===== src/rtl/uart_tx_pkg.sv =====
package uart_tx_pkg;

  typedef enum logic [2:0] {
    ST_IDLE,
    ST_START,
    ST_DATA,
    ST_PAR,
    ST_STOP1,
    ST_STOP2
  } tx_state_e;

  // Frame settings captured when a character starts
  typedef struct packed {
    logic [1:0] wlen;
    logic       par_en;
    logic       two_stop;
  } frame_cfg_t;

endpackage


===== src/rtl/uart_tx_hold.sv =====
module uart_tx_hold #(
  parameter int DATA_W = 8
) (
  input  logic              clk,
  input  logic              rst_n,
  input  logic              wr_valid,
  input  logic [DATA_W-1:0] wr_data,
  output logic              wr_ready,
  input  logic              take,
  output logic [DATA_W-1:0] hold_data,
  output logic              hold_full
);

  assign wr_ready = !hold_full;

  always_ff @(posedge clk) begin
    if (!rst_n) begin
      hold_full <= 1'b0;
      hold_data <= '0;
    end else if (wr_valid && wr_ready) begin
      hold_full <= 1'b1;
      hold_data <= wr_data;
    end else if (take) begin
      hold_full <= 1'b0;
    end
  end

endmodule


===== src/rtl/uart_tx_parity.sv =====
module uart_tx_parity #(
  parameter int DATA_W = 8
) (
  input  logic [DATA_W-1:0] data,
  input  logic [1:0]        wlen,
  input  logic              even,
  input  logic              stick,
  output logic              par_bit
);

  localparam int MIN_BITS = DATA_W - 3;

  logic [DATA_W-1:0] keep;
  logic              ones_odd;

  for (genvar i = 0; i < DATA_W; i++) begin : g_keep
    assign keep[i] = (32'(i) < (32'(MIN_BITS) + 32'(wlen)));
  end

  assign ones_odd = ^(data & keep);

  always_comb begin
    if (stick)     par_bit = !even;
    else if (even) par_bit = ones_odd;
    else           par_bit = !ones_odd;
  end

endmodule


===== src/rtl/uart_tx_shifter.sv =====
module uart_tx_shifter
  import uart_tx_pkg::*;
#(
  parameter int DATA_W     = 8,
  parameter int OVERSAMPLE = 16
) (
  input  logic              clk,
  input  logic              rst_n,
  input  logic              baud_tick,
  input  logic              ready_go,
  input  logic [DATA_W-1:0] ld_data,
  input  frame_cfg_t        ld_cfg,
  input  logic              ld_par_bit,
  input  logic              brk,
  output logic              take,
  output logic              active,
  output logic              line
);

  localparam int TICK_W   = $clog2(OVERSAMPLE);
  localparam int IDX_W    = $clog2(DATA_W);
  localparam int MIN_BITS = DATA_W - 3;

  tx_state_e         state;
  frame_cfg_t        cfg_q;
  logic              par_q;
  logic [DATA_W-1:0] shreg;
  logic [TICK_W-1:0] tcnt;
  logic [IDX_W-1:0]  bidx;
  logic [IDX_W-1:0]  last_idx;
  logic              bit_end;
  logic              final_stop;

  assign last_idx   = IDX_W'(MIN_BITS - 1) + IDX_W'(cfg_q.wlen);
  assign bit_end    = baud_tick && (tcnt == TICK_W'(OVERSAMPLE - 1));
  assign final_stop = (state == ST_STOP2) || ((state == ST_STOP1) && !cfg_q.two_stop);
  assign take       = ready_go && ((state == ST_IDLE) || (bit_end && final_stop));
  assign active     = (state != ST_IDLE);

  always_ff @(posedge clk) begin
    if (!rst_n) begin
      state <= ST_IDLE;
      cfg_q <= '0;
      par_q <= 1'b0;
      shreg <= '0;
      tcnt  <= '0;
      bidx  <= '0;
    end else if (take) begin
      state <= ST_START;
      cfg_q <= ld_cfg;
      par_q <= ld_par_bit;
      shreg <= ld_data;
      tcnt  <= '0;
      bidx  <= '0;
    end else if (active && baud_tick) begin
      if (bit_end) begin
        tcnt <= '0;
        case (state)
          ST_START: state <= ST_DATA;
          ST_DATA: begin
            shreg <= shreg >> 1;
            if (bidx == last_idx) state <= cfg_q.par_en ? ST_PAR : ST_STOP1;
            else                  bidx  <= bidx + 1'b1;
          end
          ST_PAR:   state <= ST_STOP1;
          ST_STOP1: state <= cfg_q.two_stop ? ST_STOP2 : ST_IDLE;
          default:  state <= ST_IDLE;
        endcase
      end else begin
        tcnt <= tcnt + 1'b1;
      end
    end
  end

  always_comb begin
    case (state)
      ST_IDLE:  line = !brk;
      ST_START: line = 1'b0;
      ST_DATA:  line = shreg[0];
      ST_PAR:   line = par_q;
      default:  line = 1'b1;
    endcase
  end

endmodule


===== src/rtl/uart_frame_tx.sv =====
module uart_frame_tx
  import uart_tx_pkg::*;
#(
  parameter int DATA_W     = 8,
  parameter int OVERSAMPLE = 16
) (
  input  logic              clk,
  input  logic              rst_n,
  input  logic              in_valid,
  input  logic [DATA_W-1:0] in_data,
  output logic              in_ready,
  input  logic [1:0]        lc_wlen,
  input  logic              lc_par_en,
  input  logic              lc_even,
  input  logic              lc_stick,
  input  logic              lc_two_stop,
  input  logic              lc_break,
  input  logic              core_en,
  input  logic              xmit_en,
  input  logic              baud_tick,
  output logic              txd,
  output logic              busy,
  output logic              tx_empty,
  output logic              tx_full
);

  logic              hold_full;
  logic [DATA_W-1:0] hold_data;
  logic              take;
  logic              active;
  logic              par_bit;
  logic              ready_go;
  frame_cfg_t        live_cfg;

  assign live_cfg = '{wlen: lc_wlen, par_en: lc_par_en, two_stop: lc_two_stop};
  assign ready_go = hold_full && core_en && xmit_en && !lc_break;

  uart_tx_hold #(.DATA_W(DATA_W)) u_hold (
    .clk      (clk),
    .rst_n    (rst_n),
    .wr_valid (in_valid),
    .wr_data  (in_data),
    .wr_ready (in_ready),
    .take     (take),
    .hold_data(hold_data),
    .hold_full(hold_full)
  );

  uart_tx_parity #(.DATA_W(DATA_W)) u_par (
    .data   (hold_data),
    .wlen   (lc_wlen),
    .even   (lc_even),
    .stick  (lc_stick),
    .par_bit(par_bit)
  );

  uart_tx_shifter #(.DATA_W(DATA_W), .OVERSAMPLE(OVERSAMPLE)) u_shift (
    .clk       (clk),
    .rst_n     (rst_n),
    .baud_tick (baud_tick),
    .ready_go  (ready_go),
    .ld_data   (hold_data),
    .ld_cfg    (live_cfg),
    .ld_par_bit(par_bit),
    .brk       (lc_break),
    .take      (take),
    .active    (active),
    .line      (txd)
  );

  assign busy     = hold_full || active;
  assign tx_full  = hold_full;
  assign tx_empty = !hold_full;

endmodule


===== config.mk =====
export PLATFORM = sky130hd
export DESIGN_NAME = uart_frame_tx
export DESIGN_NICKNAME = d
export VERILOG_FILES = /design/src/rtl/uart_tx_pkg.sv /design/src/rtl/uart_tx_hold.sv /design/src/rtl/uart_tx_parity.sv /design/src/rtl/uart_tx_shifter.sv /design/src/rtl/uart_frame_tx.sv
export SDC_FILE = /design/constraint.sdc
export NUM_CORES = 1
export LEC_CHECK = 0
export ABC_CLOCK_PERIOD_IN_PS = 2200
export BUFFER_PORTS_ARGS = -buffer_cell sky130_fd_sc_hd__buf_2
export CELL_PAD_IN_SITES_DETAIL_PLACEMENT = 0
export CELL_PAD_IN_SITES_GLOBAL_PLACEMENT = 2
export CORE_MARGIN = 5
export CORE_UTILIZATION = 33
export CTS_CLUSTER_SIZE = 25
export DETAILED_ROUTE_END_ITERATION = 10
export MAX_ROUTING_LAYER = met4
export PLACE_DENSITY_LB_ADDON = 0.1
export SYNTH_ARGS = -nofsm -noshare
export SYNTH_HDL_FRONTEND = slang
export SYNTH_SLANG_ARGS = --single-unit

===== constraint.sdc =====
create_clock -name clk -period 2.2 [get_ports clk]
set_input_delay 0 -clock clk [delete_from_list [all_inputs] [get_ports clk]]
set_output_delay 0 -clock clk [all_outputs]
set_load 0.01 [all_outputs]

==> qor.txt <==
Final ANT Viol Nets = 0
Timing endpoint of the critical path = u_shift.shreg[7]$_SDFFE_PN0P_
Clk_lat worst skew = 0.28 ns
TritonCTS clock tree = yes
Clk_skew = 0.00592 ns
Reg power frac = 50.1%
First-pass GRT wire length = 6670 um
Root Driver = clkbuf_8
Die Ht = 79.9 um
Routed len/inst = 12.6 um
Num CTS Buffers = 5
Cell Area, Synth = 0.00161 mm2
PostCTS Resize Cnt = 0
Sw Pwr = 296 uW
Clock Power Share = 38.2%
Input/output buffers = 25
Fraction of layout cells with a size suffix above 1 = 19.2%
Drt total wl = 3790 um
Commonest non-fill, non-tap cell in the layout = dfxtp_1
Die width = 79.9 um
Crit Path Max Fanout = 15
Req. time, crit path = 2.38 ns
Crit path launch type = flop
Worst setup path class = flop to flop
Fin crit share = 90.4%
Fmax = 0.503 GHz
Tightest Pin Transition = 0.698 ns
N_diodes = 0
Worst min path class = primary input to flop
Post-synth EDFFs = 0
Pwr/cell area = 598 mW/mm2
GRT Total Usage = 13.6%
Post-CTS Setup Inserts = 0
Hpwl dp = 2820 um
Worst setup EP type = flop
Slew margin rel. = 53.1%
Gate Count Post-Synth = 192
Vias in the first global route = 1470
Aggregate global routing overflow = 0
Final setup violation count = 0
Sequential area share after synthesis = 39.7%
Distinct cell type count after synthesis = 45
Die area = 0.00639 mm2
Outcome = finished, final reports clean
Worst EP arrival = 2.17 ns
Leakage = 0.000764 uW
R2R Path End = u_shift.shreg[7]$_SDFFE_PN0P_
H-tree depth = 2
Clock transition at path regs = 0.07 ns
DRT iter0 DRCs = 47
Pint = 916 uW
Placer Congestion = 0.746
Mapped Nets = 215
Comb power frac = 11.7%
Flop2flop setup slack = 0.21 ns
Initial antenna violation count = 0
Post-synth top flop = dfxtp_1
Warning count from the yosys run = 0
DR pass1 iterations = 4
Worst reg2reg path startpoint = u_shift.tcnt[0]$_SDFFE_PP0P_
Clock sinks = 32
#FFs+latches synth = 32
TNS Setup = 0 ns
Fin. Hold Viols = 0
Net Sw Frac = 24.4%
Detailed-route vias per instance = 4.84
FP Rows = 25
Largest net degree at the start of global routing = 16
Initial Util = 34.2%
Area delta synth->final = 25.7%
Commonest non-fill, non-tap cells in the layout = dfxtp_1, nand2_1, a21oi_1, buf_2, dlygate4sd3_1
Via Count = 1458
Fillers = 491
Unrepaired setup endpoints after global routing = false
FF-to-FF path depth = 6
Max Cap Viol = 0
VDD IR max = 0.467 mV
Worst setup startpoint = u_shift.tcnt[0]$_SDFFE_PP0P_
Ys async rst share = 0%
Mean post-synth cell area = 8.41 um2
Final #Nets = 256
IO Pins = 26
Worst Setup Slack, final = 0.212 ns
Final Max Tran Viols = 0
Clock Path Buffers = 2
Core Region = 0.00472 mm2
DRC viols = 0
WHS = 0.0162 ns
Placement Setup Slack = 0.222 ns
Tmin final = 1.99 ns
-- routing by layer --
metal  track usage [%]  wire length [um]  share of wire [%]
met5                 -                 0                  0
met4              5.07                64                1.7
met3              3.50               130                3.4
met2              22.4              1860                 49
met1              15.9              1740                 46
-- synth_stat cells, types with 3 or more instances --
master | n | share of area, %
inv_1 | 5 | 1.2
a22oi_1 | 6 | 2.8
nand3_1 | 14 | 4.3
nor3_1 | 4 | 1.2
buf_2 | 3 | 0.93
dfxtp_1 | 32 | 40
nand3b_1 | 3 | 1.4
nor2_1 | 14 | 3.3
clkbuf_1 | 4 | 0.93
xor2_1 | 3 | 1.6
nand2_1 | 31 | 7.2
xnor2_1 | 7 | 3.8
a21oi_1 | 25 | 7.8
-- power by group through the flow --
stage | Clock, uW | Combinational [uW] | Sequential, uW
2_1_floorplan | 0 | 81.0 | 617
3_3_place_gp | 0 | 123 | 620
3_5_place_dp | 0 | 124 | 621
4_1_cts | 480 | 146 | 608
5_1_grt | 511 | 159 | 610
6_report | 463 | 142 | 607
-- through the flow --
stage | instances | utilization [%] | instance area (um2) | power (uW)
2_1_floorplan | 192 | - | 1610 | 698
3_3_place_gp | 278 | 37.8 | 1790 | 743
3_5_place_dp | 278 | 37.8 | 1790 | 745
4_1_cts | 301 | 42.9 | 2030 | 1230
5_1_grt | 301 | 42.9 | 2030 | 1280
6_report | 301 | 42.9 | 2030 | 1210
-- worst min-delay path by stage --
stage,startpoint,endpoint,cells after the start
after floorplan,rst_n,u_shift.shreg[7]$_SDFFE_PN0P_,1
after global placement,in_data[2],u_hold.hold_data[2]$_SDFFE_PN0P_,3
after detailed placement,in_data[5],u_hold.hold_data[5]$_SDFFE_PN0P_,3
after CTS,lc_even,u_shift.par_q$_SDFFE_PN0P_,3
after global routing,lc_even,u_shift.par_q$_SDFFE_PN0P_,3
final,lc_even,u_shift.par_q$_SDFFE_PN0P_,3
-- cell type report --
| cell class | instances | area, um2 | area share [%] |
|---|---|---|---|
| repair buffers | 45 | 313 | 15.4 |
| clock inverters | 2 | 10.0 | 0.494 |
| inverters | 5 | 18.8 | 0.925 |
| flip-flops and latches | 32 | 641 | 31.6 |
| clock buffers | 6 | 82.6 | 4.07 |
| multi-input cells | 144 | 880 | 43.4 |
| well taps | 67 | 83.8 | 4.13 |
-- state kept, by name, summed over array words and instances (netlist names) --
register	cells
u_shift.state	3
u_shift.par_q	1
u_hold.hold_full	1
u_shift.shreg	8
u_shift.cfg_q	4
u_shift.bidx	3
u_shift.tcnt	4
u_hold.hold_data	8
-- cell families after synthesis --
logic type | synth area share (%)
simple gates | 26.1
compound gates | 18.7
flops | 39.7
buf+inv | 5.81
xor+xnor | 6.82
mux | 1.32
fa+ha+maj | 1.55
-- critical path, cell delays in order (launching register included) --
cell,delay [ns]
dfxtp_1,0.38
ha_1,0.21
and4_4,0.26
a31oi_4,0.10
or4_4,0.56
and3_1,0.21
o21a_1,0.16
-- repair_timing --
item,CTS,global route
hold buffers,15,0
endpoints found under the hold margin,15,0
setup endpoints to repair,0,0
Note: power is estimated with default switching activity, not from simulation.
